`src/rtl/phycfg_pkg.sv`:
```
package phycfg_pkg;

    localparam int REG_W        = 16;
    localparam int FLD_ADDR_LSB = 1;
    localparam int FLD_ADDR_W   = 6;
    localparam int FLD_DATA_LSB = 7;
    localparam int FLD_DATA_W   = 4;
    localparam int STB_BIT      = 0;

    typedef enum logic [2:0] {
        S_IDLE,
        S_LOAD,
        S_GAP1,
        S_STB,
        S_GAP2,
        S_CLR,
        S_DONE
    } seq_state_e;

    typedef enum logic [1:0] {
        STEP_NONE,
        STEP_FIELDS,
        STEP_STB_SET,
        STEP_STB_CLR
    } step_e;

    typedef struct packed {
        logic [FLD_ADDR_W-1:0] addr;
        logic [FLD_DATA_W-1:0] data;
    } cfg_req_t;

    typedef struct packed {
        logic             we;
        logic [REG_W-1:0] val;
        logic [REG_W-1:0] msk;
    } mwr_t;

    function automatic logic [REG_W-1:0] fld_mask(int lsb, int width);
        logic [REG_W-1:0] m;
        m = '0;
        for (int i = 0; i < REG_W; i++) begin
            if (i >= lsb && i < lsb + width) m[i] = 1'b1;
        end
        return m;
    endfunction

    function automatic logic [REG_W-1:0] place_fields(cfg_req_t r);
        logic [REG_W-1:0] v;
        v = '0;
        v[FLD_DATA_LSB +: FLD_DATA_W] = r.data;
        v[FLD_ADDR_LSB +: FLD_ADDR_W] = r.addr;
        return v;
    endfunction

    localparam logic [REG_W-1:0] FIELDS_MSK =
        fld_mask(FLD_DATA_LSB, FLD_DATA_W) | fld_mask(FLD_ADDR_LSB, FLD_ADDR_W);
    localparam logic [REG_W-1:0] STB_MSK = fld_mask(STB_BIT, 1);

endpackage

```
`src/rtl/phycfg_req_latch.sv`:
```
module phycfg_req_latch
    import phycfg_pkg::*;
#(
    parameter int IN_ADDR_W = 6,
    parameter int IN_DATA_W = 4
) (
    input  logic                 clk,
    input  logic                 rst,
    input  logic                 load,
    input  logic [IN_ADDR_W-1:0] in_addr,
    input  logic [IN_DATA_W-1:0] in_data,
    output cfg_req_t             held
);

    logic [FLD_ADDR_W-1:0] addr_fit;
    logic [FLD_DATA_W-1:0] data_fit;

    generate
        if (IN_ADDR_W >= FLD_ADDR_W) begin : g_addr_cut
            assign addr_fit = in_addr[FLD_ADDR_W-1:0];
        end else begin : g_addr_ext
            assign addr_fit = {{(FLD_ADDR_W-IN_ADDR_W){1'b0}}, in_addr};
        end

        if (IN_DATA_W >= FLD_DATA_W) begin : g_data_cut
            assign data_fit = in_data[FLD_DATA_W-1:0];
        end else begin : g_data_ext
            assign data_fit = {{(FLD_DATA_W-IN_DATA_W){1'b0}}, in_data};
        end
    endgenerate

    always_ff @(posedge clk) begin
        if (rst) begin
            held <= '0;
        end else if (load) begin
            held.addr <= addr_fit;
            held.data <= data_fit;
        end
    end

endmodule

```
`src/rtl/phycfg_gap_timer.sv`:
```
module phycfg_gap_timer #(
    parameter int GAP = 100
) (
    input  logic clk,
    input  logic rst,
    input  logic start,
    output logic expired
);

    localparam int CNT_W = (GAP < 2) ? 1 : $clog2(GAP + 1);

    logic [CNT_W-1:0] cnt;

    always_ff @(posedge clk) begin
        if (rst) begin
            cnt <= '0;
        end else if (start) begin
            cnt <= CNT_W'(GAP - 1);
        end else if (cnt != '0) begin
            cnt <= cnt - CNT_W'(1);
        end
    end

    assign expired = (cnt == CNT_W'(1));

endmodule

```
`src/rtl/phycfg_word_fmt.sv`:
```
module phycfg_word_fmt
    import phycfg_pkg::*;
(
    input  step_e    step,
    input  cfg_req_t req,
    output mwr_t     wr
);

    always_comb begin
        wr = '0;
        unique case (step)
            STEP_FIELDS: begin
                wr.we  = 1'b1;
                wr.val = place_fields(req);
                wr.msk = FIELDS_MSK;
            end
            STEP_STB_SET: begin
                wr.we  = 1'b1;
                wr.val = STB_MSK;
                wr.msk = STB_MSK;
            end
            STEP_STB_CLR: begin
                wr.we  = 1'b1;
                wr.val = '0;
                wr.msk = STB_MSK;
            end
            default: wr = '0;
        endcase
    end

endmodule

```
`src/rtl/phycfg_wr_seq.sv`:
```
module phycfg_wr_seq
    import phycfg_pkg::*;
#(
    parameter int CYC_PER_US = 250,
    parameter int SETTLE_US  = 1,
    parameter int IN_ADDR_W  = 6,
    parameter int IN_DATA_W  = 4
) (
    input  logic                 clk,
    input  logic                 rst,
    input  logic                 req_valid,
    output logic                 req_ready,
    input  logic [IN_ADDR_W-1:0] req_addr,
    input  logic [IN_DATA_W-1:0] req_data,
    output logic                 done,
    output logic                 cfg_we,
    output logic [REG_W-1:0]     cfg_val,
    output logic [REG_W-1:0]     cfg_msk
);

    localparam int GAP = (CYC_PER_US * SETTLE_US < 1) ? 1 : CYC_PER_US * SETTLE_US;

    seq_state_e state, state_nx;
    step_e      step;
    cfg_req_t   held;
    mwr_t       wr;
    logic       accept;
    logic       gap_start;
    logic       gap_over;

    assign req_ready = (state == S_IDLE);
    assign accept    = req_valid && req_ready;
    assign done      = (state == S_DONE);
    assign gap_start = (state == S_LOAD) || (state == S_STB);

    phycfg_req_latch #(
        .IN_ADDR_W (IN_ADDR_W),
        .IN_DATA_W (IN_DATA_W)
    ) u_latch (
        .clk     (clk),
        .rst     (rst),
        .load    (accept),
        .in_addr (req_addr),
        .in_data (req_data),
        .held    (held)
    );

    phycfg_gap_timer #(
        .GAP (GAP)
    ) u_timer (
        .clk     (clk),
        .rst     (rst),
        .start   (gap_start),
        .expired (gap_over)
    );

    always_comb begin
        state_nx = state;
        unique case (state)
            S_IDLE:  if (accept) state_nx = S_LOAD;
            S_LOAD:  state_nx = (GAP == 1) ? S_STB : S_GAP1;
            S_GAP1:  if (gap_over) state_nx = S_STB;
            S_STB:   state_nx = (GAP == 1) ? S_CLR : S_GAP2;
            S_GAP2:  if (gap_over) state_nx = S_CLR;
            S_CLR:   state_nx = S_DONE;
            S_DONE:  state_nx = S_IDLE;
            default: state_nx = S_IDLE;
        endcase
    end

    always_ff @(posedge clk) begin
        if (rst) state <= S_IDLE;
        else     state <= state_nx;
    end

    always_comb begin
        unique case (state)
            S_LOAD:  step = STEP_FIELDS;
            S_STB:   step = STEP_STB_SET;
            S_CLR:   step = STEP_STB_CLR;
            default: step = STEP_NONE;
        endcase
    end

    phycfg_word_fmt u_fmt (
        .step (step),
        .req  (held),
        .wr   (wr)
    );

    assign cfg_we  = wr.we;
    assign cfg_val = wr.val;
    assign cfg_msk = wr.msk;

endmodule

```
`config.mk`:
```
export PLATFORM = sky130hd
export DESIGN_NAME = phycfg_wr_seq
export DESIGN_NICKNAME = d
export VERILOG_FILES = /design/src/rtl/phycfg_pkg.sv /design/src/rtl/phycfg_req_latch.sv /design/src/rtl/phycfg_gap_timer.sv /design/src/rtl/phycfg_word_fmt.sv /design/src/rtl/phycfg_wr_seq.sv
export SDC_FILE = /design/constraint.sdc
export NUM_CORES = 1
export LEC_CHECK = 0
export BUFFER_PORTS_ARGS = -buffer_cell sky130_fd_sc_hd__clkbuf_2
export CORE_UTILIZATION = 35
export CTS_BUF_LIST = sky130_fd_sc_hd__clkbuf_2
export DETAILED_ROUTE_END_ITERATION = 6
export GPL_TIMING_DRIVEN = 0
export PLACE_DENSITY = 0.68
export SYNTH_ARGS = -nofsm -noshare
export SYNTH_HDL_FRONTEND = slang
export SYNTH_HIERARCHICAL = 1
export SYNTH_SLANG_ARGS = --single-unit
```
`constraint.sdc`:
```
create_clock -name clk -period 2.3 [get_ports clk]
set_clock_uncertainty 0.2 [all_clocks]
set_input_delay 0.46 -clock clk [delete_from_list [all_inputs] [get_ports clk]]
set_output_delay 0.46 -clock clk [all_outputs]
set_load 0.02 [all_outputs]
```
==> metrics.md <==
| Metric | Value |
|---|---|
| Total chip power | `0.00135 W` |
| Slew headroom | `0.631` |
| Post-synth EDFFs | `0` |
| Core Region | `3390 um2` |
| Post-CTS Hold Fix Bufs | `0` |
| Run status | `finished clean` |
| Crit Path Class | `flop to output port` |
| Post-synthesis compound-gate area fraction | `0.0995` |
| Flop pwr share | `0.408` |
| Residual DRC count | `0` |
| Largest family of logic cells by synthesized area | `simple AND/OR/NAND/NOR gates` |
| Power density over the cells | `759 nW/um2` |
| Vias per inst | `4.60` |
| Syn_area_per_cell | `9.05 um2` |
| CTS tree | `yes` |
| Clk root buf | `clkbuf_2` |
| Pleak | `0.874 nW` |
| FP Rows | `21` |
| 1st-pass router iterations | `4` |
| RSZ-0062 raised after global routing | `true` |
| Core Util, Final | `0.526` |
| Post-synthesis simple-gate area fraction | `0.267` |
| Setup Viol. Count Final | `0` |
| Critical path required time | `1.64 ns` |
| I/O Buffers | `37` |
| First-pass GRT wire length | `4130 um` |
| GR Overflow Total | `0` |
| Psw | `0.000542 W` |
| Fmax | `448 MHz` |
| Clk slew on worst S/H paths | `0.20 ns` |
| Switching part of the total | `0.400` |
| Initial Util | `0.371` |
| Final wirelength | `2690 um` |
| CTS max path bufs | `2` |
| Register bit total from synthesis | `21` |
| Combinational power share | `0.480` |
| Antenna viol nets, final | `0` |
| VDD IR-drop max | `539 uV` |
| Largest net degree at the start of global routing | `13` |
| Initial antenna violation count | `0` |
| Synth Instances | `139` |
| Final Max Tran Viols | `0` |
| Setup TNS | `0 ns` |
| Wirelength per Cell | `11.2 um` |
| Post-synth ARST share | `0` |
| Post-Syn Area | `1260 um2` |
| Least-Margin Pin Slew | `0.546 ns` |
| Die width | `61.9 um` |
| P_int | `0.000811 W` |
| H-tree lvl count | `1` |
| Max-Cap Viols | `0` |
| CTS sink count | `21` |
| Area share of xor/xnor cells in the synthesized design | `0.0139` |
| Final WS setup | `0.0674 ns` |
| TritonCTS Buffers | `3` |
| Via count | `1108` |
| Startpoint types | `flop` |
| Clock Latency Late Sink | `0.32 ns` |
| Gpl congestion | `0.824` |
| Final hold vios | `0` |
| Worst slack, placed | `0.0695 ns` |
| Die height | `61.9 um` |
| Fraction of layout cells with a size suffix above 1 | `0.421` |
| Dpl hpwl | `1750 um` |
| Hold crit path type | `input port to flop` |
| Critical path arrival | `1.57 ns` |
| Fillers | `305` |
| Main synth FF type | `dfxtp_1` |
| GR Util All Layers | `0.144` |
| Cell variety after synth | `39` |
| Register area share after synthesis | `0.334` |
| Multiplexer share of the synthesized area | `0.0876` |
| Syn. warnings | `6` |
| DIE AREA | `3840 um2` |
| Total Nets Final | `212` |
| Crit path max fanout | `6` |
| Adder-cell share of the synthesized area | `0.0299` |
| Initial DRC Count | `34` |
| Tmin final | `2.23 ns` |
| Final Cycle Share | `0.971` |
| WHS | `0.161 ns` |
| Crit path capture type | `output port` |
| IO Count | `48` |
| Area Growth Syn to Fin | `41.8%` |
| Number of global-route vias before repair | `958` |
| Antenna diodes | `0` |
| Clock power frac | `0.112` |
-- metrics by stage --
step	instances	instance area (um2)
global placement	231	1540
global route	241	1780
detailed placement	231	1540
finish	241	1780
CTS	238	1750
floorplan	148	1290
-- layer usage --
| metal | GRT usage | vias to the layer above | part of all wire |
|---|---|---|---|
| li1 | - | 574 | - |
| met1 | 0.168 | 489 | 0.44 |
| met2 | 0.252 | 41 | 0.48 |
| met3 | 0.0393 | 4 | 0.077 |
| met4 | 0.0540 | 0 | 0.0078 |
| met5 | 0 | - | 0 |
-- Yosys cell counts, types with 2 or more instances --
cell type / number / area, um2
dfxtp_1: 21 / 420
or3_1: 2 / 12.5
a31oi_1: 3 / 18.8
ha_1: 3 / 37.5
mux2i_1: 11 / 110
or4_1: 2 / 15.0
nand2_1: 2 / 7.51
and2_1: 2 / 12.5
o31ai_1: 2 / 15.0
and3b_2: 3 / 30.0
inv_1: 3 / 11.3
o21ai_0: 2 / 10.0
buf_6: 3 / 33.8
nor2b_1: 5 / 31.3
a211oi_1: 2 / 15.0
a21oi_1: 3 / 15.0
nor2_1: 18 / 67.6
buf_4: 20 / 150
a2111oi_0: 2 / 17.5
and3b_1: 7 / 61.3
nor3_1: 4 / 20.0
nor4_1: 2 / 12.5
-- cells in the final DEF (no fill, tap or decap), types with 2 or more instances in the layout --
cell,Yosys,layout
clkbuf_2,0,27
buf_4,20,19
nor2_1,18,18
dfxtp_1,21,18
mux2i_1,11,11
conb_1,1,10
buf_6,3,8
and3b_1,7,7
buf_8,0,6
clkbuf_8,0,6
nor3_1,4,4
nor2b_1,5,4
a21oi_1,3,3
dfxtp_4,0,3
and3b_2,3,3
inv_1,3,3
a31oi_1,3,3
ha_1,3,3
nand2_1,2,2
a211oi_1,2,2
nor2b_4,0,2
clkbuf_4,0,2
o31ai_1,2,2
a2111oi_0,2,2
or3_1,2,2
or4_1,2,2
o21ai_0,2,2
nor4_1,2,2
-- critical path, cell delays in order, from the launching register on --
cell and delay (ns):
dfxtp_4 0.39, xor2_1 0.15, and2_4 0.16, buf_8 0.13, nor2b_4 0.16, buf_4 0.14
clkbuf_8 0.13
-- final timing paths --
path                               start                           end  slack, ns  cells after the start
max reg2reg  u_timer/cnt[0]$_SDFFE_PP0P_   u_timer/cnt[6]$_SDFFE_PP0P_       0.22                      5
max                state[2]$_SDFFE_PP0P_                    cfg_msk[7]       0.07                      6
min reg2reg        state[0]$_SDFFE_PP0P_         state[0]$_SDFFE_PP0P_       0.28                      1
min                          req_addr[2]  u_latch/held[6]$_SDFFE_PP0P_       0.16                      3
-- kinds of logic (layout without fill, tap and decap cells) --
group,after synthesis,count (layout)
and+or+nand+nor,55,56
adders and majority gates,3,3
AOI/OAI and AO/OA,17,17
xor gates and xnor gates,2,2
muxes,11,11
DFF,21,21
buffers and inverters,29,75
other,1,10
-- cell type report --
class / instances / area, um2 / share of cell area
inverter: 3 / 11.3 / 0.00632
sequential: 21 / 432 / 0.242
clock buffer: 3 / 15.0 / 0.00842
clock inverter: 1 / 5.00 / 0.00281
buffer: 24 / 210 / 0.118
tap: 46 / 57.6 / 0.0323
timing repair buffer: 44 / 365 / 0.205
multi-input combinational: 99 / 687 / 0.385
-- sequential cells by signal, summed over array words and instances, names as in the netlist --
name,cells
u_latch/held,10
u_timer/cnt,8
state,3
-- repair_timing --
| action | in CTS | in global routing |
|---|---|---|
| pin swaps | 2 | 2 |
| setup endpoints to repair | 19 | 10 |
| resized for setup | 35 | 7 |
| buffers inserted | 3 | 3 |
| gates cloned | 2 | 0 |
-- power groups by stage --
stage | clock (W) | sequential [W] | combinational (W)
finish | 0.000152 | 0.000552 | 0.000649
CTS | 0.000166 | 0.000548 | 0.000627
global placement | 0 | 0.000552 | 0.000567
floorplan | 0 | 0.000526 | 0.000465
detailed placement | 0 | 0.000553 | 0.000572
global route | 0.000173 | 0.000569 | 0.000711
(Power assumes the default switching activity.)
